===== config.mk =====
export PLATFORM = sky130hd
export DESIGN_NAME = h40_line_timer
export DESIGN_NICKNAME = d
export VERILOG_FILES = /design/src/rtl/h40_line_pkg.sv /design/src/rtl/h40_phase_counter.sv /design/src/rtl/h40_window_decode.sv /design/src/rtl/h40_event_pulse.sv /design/src/rtl/h40_line_timer.sv
export SDC_FILE = /design/constraint.sdc
export NUM_CORES = 1
export LEC_CHECK = 0
export ABC_CLOCK_PERIOD_IN_PS = 2250
export BUFFER_PORTS_ARGS = -buffer_cell sky130_fd_sc_hd__buf_2
export CORE_MARGIN = 1
export CORE_UTILIZATION = 40
export CTS_BUF_LIST = sky130_fd_sc_hd__clkbuf_4
export DETAILED_ROUTE_END_ITERATION = 16
export PLACE_DENSITY = 0.68
export RECOVER_POWER = 50
export SYNTH_ARGS = -nofsm -noshare
export SYNTH_HDL_FRONTEND = slang
export SYNTH_SLANG_ARGS = --single-unit

===== constraint.sdc =====
create_clock -name clk -period 2.25 [get_ports clk]
set_input_delay 0.675 -clock clk [delete_from_list [all_inputs] [get_ports clk]]
set_output_delay 0.675 -clock clk [all_outputs]
set_load 0.02 [all_outputs]

===== src/rtl/h40_line_pkg.sv =====
package h40_line_pkg;

  localparam int H40_CNT_W        = 8;
  localparam int H40_JUMP_FROM    = 'hB6;
  localparam int H40_JUMP_TO      = 'hE4;
  localparam int H40_HBLANK_END   = 'h05;
  localparam int H40_HBLANK_START = 'hB3;
  localparam int H40_BORDER_L     = 'h06;
  localparam int H40_ACTIVE_START = 'h0D;
  localparam int H40_ACTIVE_END   = 'hAD;
  localparam int H40_BORDER_R_END = 'hB4;
  localparam int H40_VINC_AT      = 'hA5;
  localparam int H40_SYNC_FALL    = 'hE6;
  localparam int H40_SYNC_RISE    = 'hF6;

  typedef struct packed {
    logic hblank;
    logic border;
    logic active;
    logic sync_low;
  } h40_win_t;

endpackage


===== src/rtl/h40_phase_counter.sv =====
module h40_phase_counter #(
  parameter int CNT_W     = 8,
  parameter int JUMP_FROM = 'hB6,
  parameter int JUMP_TO   = 'hE4,
  localparam int PW       = CNT_W + 1
) (
  input  logic          clk,
  input  logic          rst_n,
  input  logic          ce,
  output logic [PW-1:0] pos_o,
  output logic [PW-1:0] nxt_pos_o
);

  localparam logic [CNT_W-1:0] JF = CNT_W'(JUMP_FROM);
  localparam logic [CNT_W-1:0] JT = CNT_W'(JUMP_TO);

  logic [CNT_W-1:0] cnt_q, cnt_d;
  logic             ph_q, ph_d;
  logic             single;

  // Next-state: second pixel of a pair, or a single-pixel value, moves on
  always_comb begin
    single = (cnt_q == JF) || (cnt_q == JT);
    if (!ph_q && !single) begin
      cnt_d = cnt_q;
      ph_d  = 1'b1;
    end else begin
      ph_d  = 1'b0;
      cnt_d = (cnt_q == JF) ? JT : cnt_q + CNT_W'(1);
    end
  end

  always_ff @(posedge clk or negedge rst_n) begin
    if (!rst_n) begin
      cnt_q <= '0;
      ph_q  <= 1'b0;
    end else if (ce) begin
      cnt_q <= cnt_d;
      ph_q  <= ph_d;
    end
  end

  assign pos_o     = {cnt_q, ph_q};
  assign nxt_pos_o = {cnt_d, ph_d};

endmodule


===== src/rtl/h40_window_decode.sv =====
module h40_window_decode
  import h40_line_pkg::*;
#(
  parameter int CNT_W        = 8,
  parameter int HBLANK_END   = 'h05,
  parameter int HBLANK_START = 'hB3,
  parameter int BORDER_L     = 'h06,
  parameter int ACTIVE_START = 'h0D,
  parameter int ACTIVE_END   = 'hAD,
  parameter int BORDER_R_END = 'hB4,
  parameter int SYNC_FALL    = 'hE6,
  parameter int SYNC_RISE    = 'hF6,
  localparam int PW          = CNT_W + 1
) (
  input  logic [PW-1:0] pos_i,
  output h40_win_t      win_o
);

  // Positions in half-count units: {count, phase}
  localparam logic [PW-1:0] P_HB_END  = {CNT_W'(HBLANK_END),   1'b0};
  localparam logic [PW-1:0] P_HB_BEG  = {CNT_W'(HBLANK_START), 1'b0};
  localparam logic [PW-1:0] P_BL_BEG  = {CNT_W'(BORDER_L),     1'b1};
  localparam logic [PW-1:0] P_AC_BEG  = {CNT_W'(ACTIVE_START), 1'b0};
  localparam logic [PW-1:0] P_AC_END  = {CNT_W'(ACTIVE_END),   1'b0};
  localparam logic [PW-1:0] P_BR_END  = {CNT_W'(BORDER_R_END), 1'b0};
  localparam logic [PW-1:0] P_SY_BEG  = {CNT_W'(SYNC_FALL),    1'b1};
  localparam logic [PW-1:0] P_SY_END  = {CNT_W'(SYNC_RISE),    1'b1};

  function automatic logic in_win(input logic [PW-1:0] p,
                                  input logic [PW-1:0] lo,
                                  input logic [PW-1:0] hi);
    return (p >= lo) && (p < hi);
  endfunction

  always_comb begin
    win_o.hblank   = !in_win(pos_i, P_HB_END, P_HB_BEG);
    win_o.active   = in_win(pos_i, P_AC_BEG, P_AC_END);
    win_o.border   = in_win(pos_i, P_BL_BEG, P_AC_BEG) ||
                     in_win(pos_i, P_AC_END, P_BR_END);
    win_o.sync_low = in_win(pos_i, P_SY_BEG, P_SY_END);
  end

endmodule


===== src/rtl/h40_event_pulse.sv =====
module h40_event_pulse #(
  parameter int CNT_W    = 8,
  parameter int TRIG_CNT = 0,
  localparam int PW      = CNT_W + 1
) (
  input  logic          clk,
  input  logic          rst_n,
  input  logic          ce,
  input  logic          gate,
  input  logic [PW-1:0] nxt_pos_i,
  output logic          pulse_o
);

  localparam logic [PW-1:0] TRIG_POS = {CNT_W'(TRIG_CNT), 1'b0};

  logic pulse_d, pulse_q;

  always_comb begin
    pulse_d = ce && gate && (nxt_pos_i == TRIG_POS);
  end

  always_ff @(posedge clk or negedge rst_n) begin
    if (!rst_n) pulse_q <= 1'b0;
    else        pulse_q <= pulse_d;
  end

  assign pulse_o = pulse_q;

endmodule


===== src/rtl/h40_line_timer.sv =====
module h40_line_timer
  import h40_line_pkg::*;
#(
  parameter int CNT_W        = H40_CNT_W,
  parameter int JUMP_FROM    = H40_JUMP_FROM,
  parameter int JUMP_TO      = H40_JUMP_TO,
  parameter int HBLANK_END   = H40_HBLANK_END,
  parameter int HBLANK_START = H40_HBLANK_START,
  parameter int BORDER_L     = H40_BORDER_L,
  parameter int ACTIVE_START = H40_ACTIVE_START,
  parameter int ACTIVE_END   = H40_ACTIVE_END,
  parameter int BORDER_R_END = H40_BORDER_R_END,
  parameter int VINC_AT      = H40_VINC_AT,
  parameter int SYNC_FALL    = H40_SYNC_FALL,
  parameter int SYNC_RISE    = H40_SYNC_RISE
) (
  input  logic             clk,
  input  logic             rst_n,
  input  logic             pix_en_i,
  input  logic             line_last_i,
  output logic [CNT_W-1:0] hcount_o,
  output logic             hblank_o,
  output logic             border_o,
  output logic             active_o,
  output logic             hsync_n_o,
  output logic             stretch_o,
  output logic             vinc_o,
  output logic             hint_o,
  output logic             vint_o
);

  localparam int PW = CNT_W + 1;

  logic          rst_s1_q, rst_s2_q;
  logic [PW-1:0] pos, nxt_pos;
  h40_win_t      win;
  logic          vinc_pulse;

  // Reset asserts at once and releases on the clock
  always_ff @(posedge clk or negedge rst_n) begin
    if (!rst_n) begin
      rst_s1_q <= 1'b0;
      rst_s2_q <= 1'b0;
    end else begin
      rst_s1_q <= 1'b1;
      rst_s2_q <= rst_s1_q;
    end
  end

  h40_phase_counter #(
    .CNT_W    (CNT_W),
    .JUMP_FROM(JUMP_FROM),
    .JUMP_TO  (JUMP_TO)
  ) i_counter (
    .clk      (clk),
    .rst_n    (rst_s2_q),
    .ce       (pix_en_i),
    .pos_o    (pos),
    .nxt_pos_o(nxt_pos)
  );

  h40_window_decode #(
    .CNT_W       (CNT_W),
    .HBLANK_END  (HBLANK_END),
    .HBLANK_START(HBLANK_START),
    .BORDER_L    (BORDER_L),
    .ACTIVE_START(ACTIVE_START),
    .ACTIVE_END  (ACTIVE_END),
    .BORDER_R_END(BORDER_R_END),
    .SYNC_FALL   (SYNC_FALL),
    .SYNC_RISE   (SYNC_RISE)
  ) i_decode (
    .pos_i(pos),
    .win_o(win)
  );

  h40_event_pulse #(
    .CNT_W   (CNT_W),
    .TRIG_CNT(VINC_AT)
  ) i_vinc_pulse (
    .clk      (clk),
    .rst_n    (rst_s2_q),
    .ce       (pix_en_i),
    .gate     (1'b1),
    .nxt_pos_i(nxt_pos),
    .pulse_o  (vinc_pulse)
  );

  h40_event_pulse #(
    .CNT_W   (CNT_W),
    .TRIG_CNT(0)
  ) i_vint_pulse (
    .clk      (clk),
    .rst_n    (rst_s2_q),
    .ce       (pix_en_i),
    .gate     (line_last_i),
    .nxt_pos_i(nxt_pos),
    .pulse_o  (vint_o)
  );

  assign hcount_o  = pos[PW-1:1];
  assign hblank_o  = win.hblank;
  assign border_o  = win.border;
  assign active_o  = win.active;
  assign hsync_n_o = !win.sync_low;
  assign stretch_o = win.sync_low;
  assign vinc_o    = vinc_pulse;
  assign hint_o    = vinc_pulse;

endmodule


==> run_results.csv <==
group,metric,value,unit
clock_tree,cts_made_buffers,3,
clock_tree,clk_latency,270,ps
worst_setup_path,cp-start-kind,"flip-flop",
finish,regArea,327.8,um^2
worst_setup_path,crit_buf_inv,1,
grt,grt_pass1_wl,4.381,mm
worst_setup_path,critPathKind,"flip-flop to primary output",
timing,setup_violations,5,
finish,finalCoreUtilization,54.96,%
logic_synthesis,ys_ff_latch,13,
timing,tns,-876.2,ps
pwr,power_frac_comb,65.8,%
die,dieWidth,53.90,um
worst_setup_path,worstPathArrival,1840,ps
die,core,2500,um^2
min_path,worstHoldPathType,"input pin to asynchronous set/reset pin",
pwr,power_density,1154,nW/um^2
clock_tree,cts_num_sinks,13,
timing,grt_setup_unrepaired,"true",
pwr,swShare,48.59,%
worst_setup_path,critPathTopFamily,"flip-flops",
status,violations,"setup timing",
logic_synthesis,syn-num-nets,142,
logic_synthesis,syn_area,1077,um^2
pwr,leakage,0.0005892,uW
detailed_routing,drt-met1-wl,1.226,mm
finish,finalNonFillerCells,184,
timing,hold_viol_final,0,
logic_synthesis,yosys_most_used_dff,"dfrtp_1",
clock_tree,cts_tree,"yes",
detailed_routing,wl_met3,169,um
logic_synthesis,synthArstFlopShare,100.0,%
timing,hold_ws,165.6,ps
detailed_routing,routed.top_layer,"met4",
die,die-area,2905,um^2
logic_synthesis,avgSynthCellArea,8.100,um^2
clock_tree,clk_pin_slew,80,ps
clock_tree,cts-root-buf,"clkbuf_4",
timing,worst_slack,-268.1,ps
clock_tree,cts_hold_buffers,0,
pwr,p_int,814.8,uW
timing,finalClockSkew,5.708,ps
placement,place_ws,-32.65,ps
clock_tree,htreeDepth,1,
die,row_count,18,
finish,num-nets-final,164,
detailed_routing,num_vias,1041,
worst_setup_path,slowest_stage,"dfrtp_2",
logic_synthesis,syn_inst,133,
finish,diodes,0,
finish,multi_input_area,759.5,um^2
status,status,"finished, violations left",
placement,place_congestion,0.9409,
worst_setup_path,critPathCaptureType,"primary output",
grt,grt_max_degree,15,
timing,max_freq,397.1,MHz
logic_synthesis,synth_edf_count,0,
job,maxCapViolCount,0,
grt,groute.usage.overall,21.31,%
grt,antenna_found_initial,0,
detailed_routing,drc_errors,0,
timing,maxSlewViolCount,0,
logic_synthesis,synth.distinct_cells,40,
detailed_routing,detail-route-antenna-nets,0,
pwr,clkPwrFrac,9.8,%
detailed_routing,dr.first_iter.drc_count,38,
worst_setup_path,worstPathCellList,"ha_4, a21o_1, a21oi_2, mux2i_2, and4_4, buf_6",
logic_synthesis,yosysWarnings,0,
finish,fill_cells,226,
die,dieHeight,53.90,um
detailed_routing,wl_per_cell,14.24,um
detailed_routing,wl_met2,1.209,mm
die,ioPinCount,20,
worst_setup_path,crit_required,1570,ps
finish,drive_gt1_share,36.36,%
grt,grt_overflow,0,
pwr,switching_power,770.1,uW
clock_tree,cts_buffer_depth,2,
pwr,seqPwrFrac,24.4,%
placement,io_buffers,19,
finish,area_growth_syn_to_layout,27.53,%
grt,grt_pass1_vias,916,
logic_synthesis,ys_seq_area_share,30.20,%
timing,post-route-period-util,111.9,%
clock_tree,cts_setup_buffers,0,
detailed_routing,drtPass1Iterations,4,
placement,dp_cells,180,
detailed_routing,routed_via_density,5.658,
placement,post-dp-hpwl,1.956,mm
pwr,ir_drop,0.7063,mV
timing,fin_crit,2518,ps
detailed_routing,wl,2.620,mm
worst_setup_path,worst-path-max-fanout,5,
die,start_util,43.09,%
worst_setup_path,max_stage_delay,470,ps
==> repair_timing <==
action | 4_1_cts | 5_1_grt
gates resized for setup | 11 | 8
gates cloned | 0 | 0
setup endpoints to repair | 5 | 5
pin swaps | 4 | 2
==> layout make-up <==
| type | count | share of cell area [%] |
|---|---|---|
| Tap cell | 30 | 2.732 |
| Multi-Input combinational cell | 102 | 55.28 |
| Sequential cell | 13 | 23.86 |
| Timing Repair Buffer | 31 | 14.66 |
| Inverter | 4 | 1.275 |
| Clock buffer | 4 | 2.186 |
==> logic make-up (layout without fill, tap and decap cells) <==
family                   count (synthesis)  in the layout  share of synthesized area, %
buffers and inverters                   18             39                         7.897
AO/OA/AOI/OAI                           33             33                         20.44
flip-flops                              13             13                         30.20
other                                    1              1                        0.3481
AND/OR/NAND/NOR                         54             54                         27.64
adder cells (fa/ha/maj)                  5              5                         5.807
multiplexers                             3              3                         2.788
XOR/XNOR                                 6              6                         4.878
==> registers in the layout, summed over array words and instances, names as in the netlist <==
register / count
i_counter.cnt_q: 8
i_counter.ph_q: 1
i_vinc_pulse.pulse_o: 1
i_vint_pulse.pulse_o: 1
rst_s1_q: 1
rst_s2_q: 1
==> synthesized netlist by cell type (all sizes together), types with 2 or more instances <==
cell | n | area share [%]
buf | 5 | 3.4
o21ai | 10 | 4.6
nor3 | 3 | 1.4
ha | 5 | 5.8
nand2 | 10 | 3.5
xnor2 | 5 | 4.1
inv | 3 | 1.0
mux2i | 3 | 2.8
nand4 | 4 | 2.9
o31ai | 3 | 3.4
nor2 | 15 | 5.2
a31oi | 4 | 2.3
dfrtp | 13 | 30
and4 | 3 | 2.4
nand3 | 7 | 3.3
o21a | 2 | 1.4
and2 | 2 | 1.2
a21oi | 8 | 3.7
clkbuf | 9 | 3.1
nor2b | 2 | 1.2
nand2b | 3 | 1.7
==> routing by layer <==
layer  global-route usage [%]  vias up
met4                    6.579        0
li1                         -      509
met3                    5.085        2
met1                    29.93      492
met2                    31.89       38
met5                        0        -
==> layout by cell type (no fill, tap or decap), drive strengths merged, types with 2 or more instances in the layout <==
| cell | instances |
|---|---|
| nand4 | 4 |
| mux2i | 3 |
| nor2 | 15 |
| clkbuf | 7 |
| inv | 3 |
| nor2b | 2 |
| and2 | 2 |
| xnor2 | 5 |
| a31oi | 4 |
| and4 | 3 |
| buf | 28 |
| nand3 | 7 |
| dfrtp | 13 |
| o21a | 2 |
| a21oi | 8 |
| ha | 5 |
| nand2b | 3 |
| nor3 | 3 |
| nand2 | 10 |
| o21ai | 10 |
| o31ai | 3 |
==> final timing paths <==
kind / start / cells past startpoint / to / slack (ps)
worst min-delay path: rst_n / 1 / rst_s1_q$_DFF_PN0_ / 170
min in group clk: rst_s1_q$_DFF_PN0_ / 0 / rst_s2_q$_DFF_PN0_ / 380
worst max-delay path: i_counter.cnt_q[1]$_DFFE_PN0P_ / 6 / stretch_o / -270
worst min register to register: rst_s2_q$_DFF_PN0_ / 0 / i_counter.cnt_q[2]$_DFFE_PN0P_ / 190
max in group asynchronous: rst_s2_q$_DFF_PN0_ / 0 / i_counter.cnt_q[1]$_DFFE_PN0P_ / 1720
worst max register to register: i_counter.cnt_q[0]$_DFFE_PN0P_ / 8 / i_vint_pulse.pulse_o$_DFF_PN0_ / 200
==> power by group through the flow <==
stage                     logic (uW)  clock network [uW]  registers (uW)
after CTS                        983                 163             385
final                           1040                 155             387
after floorplan                  665                   0             398
after detailed placement         940                   0             382
after global routing            1140                 172             401
after global placement           920                   0             375
==> per-stage QoR <==
step	area, um^2	total power [uW]
2_1_floorplan	1140	1063
3_3_place_gp	1281	1296
3_5_place_dp	1281	1323
4_1_cts	1358	1531
5_1_grt	1374	1713
6_report	1374	1585
Note: power is estimated with default switching activity, not from simulation.
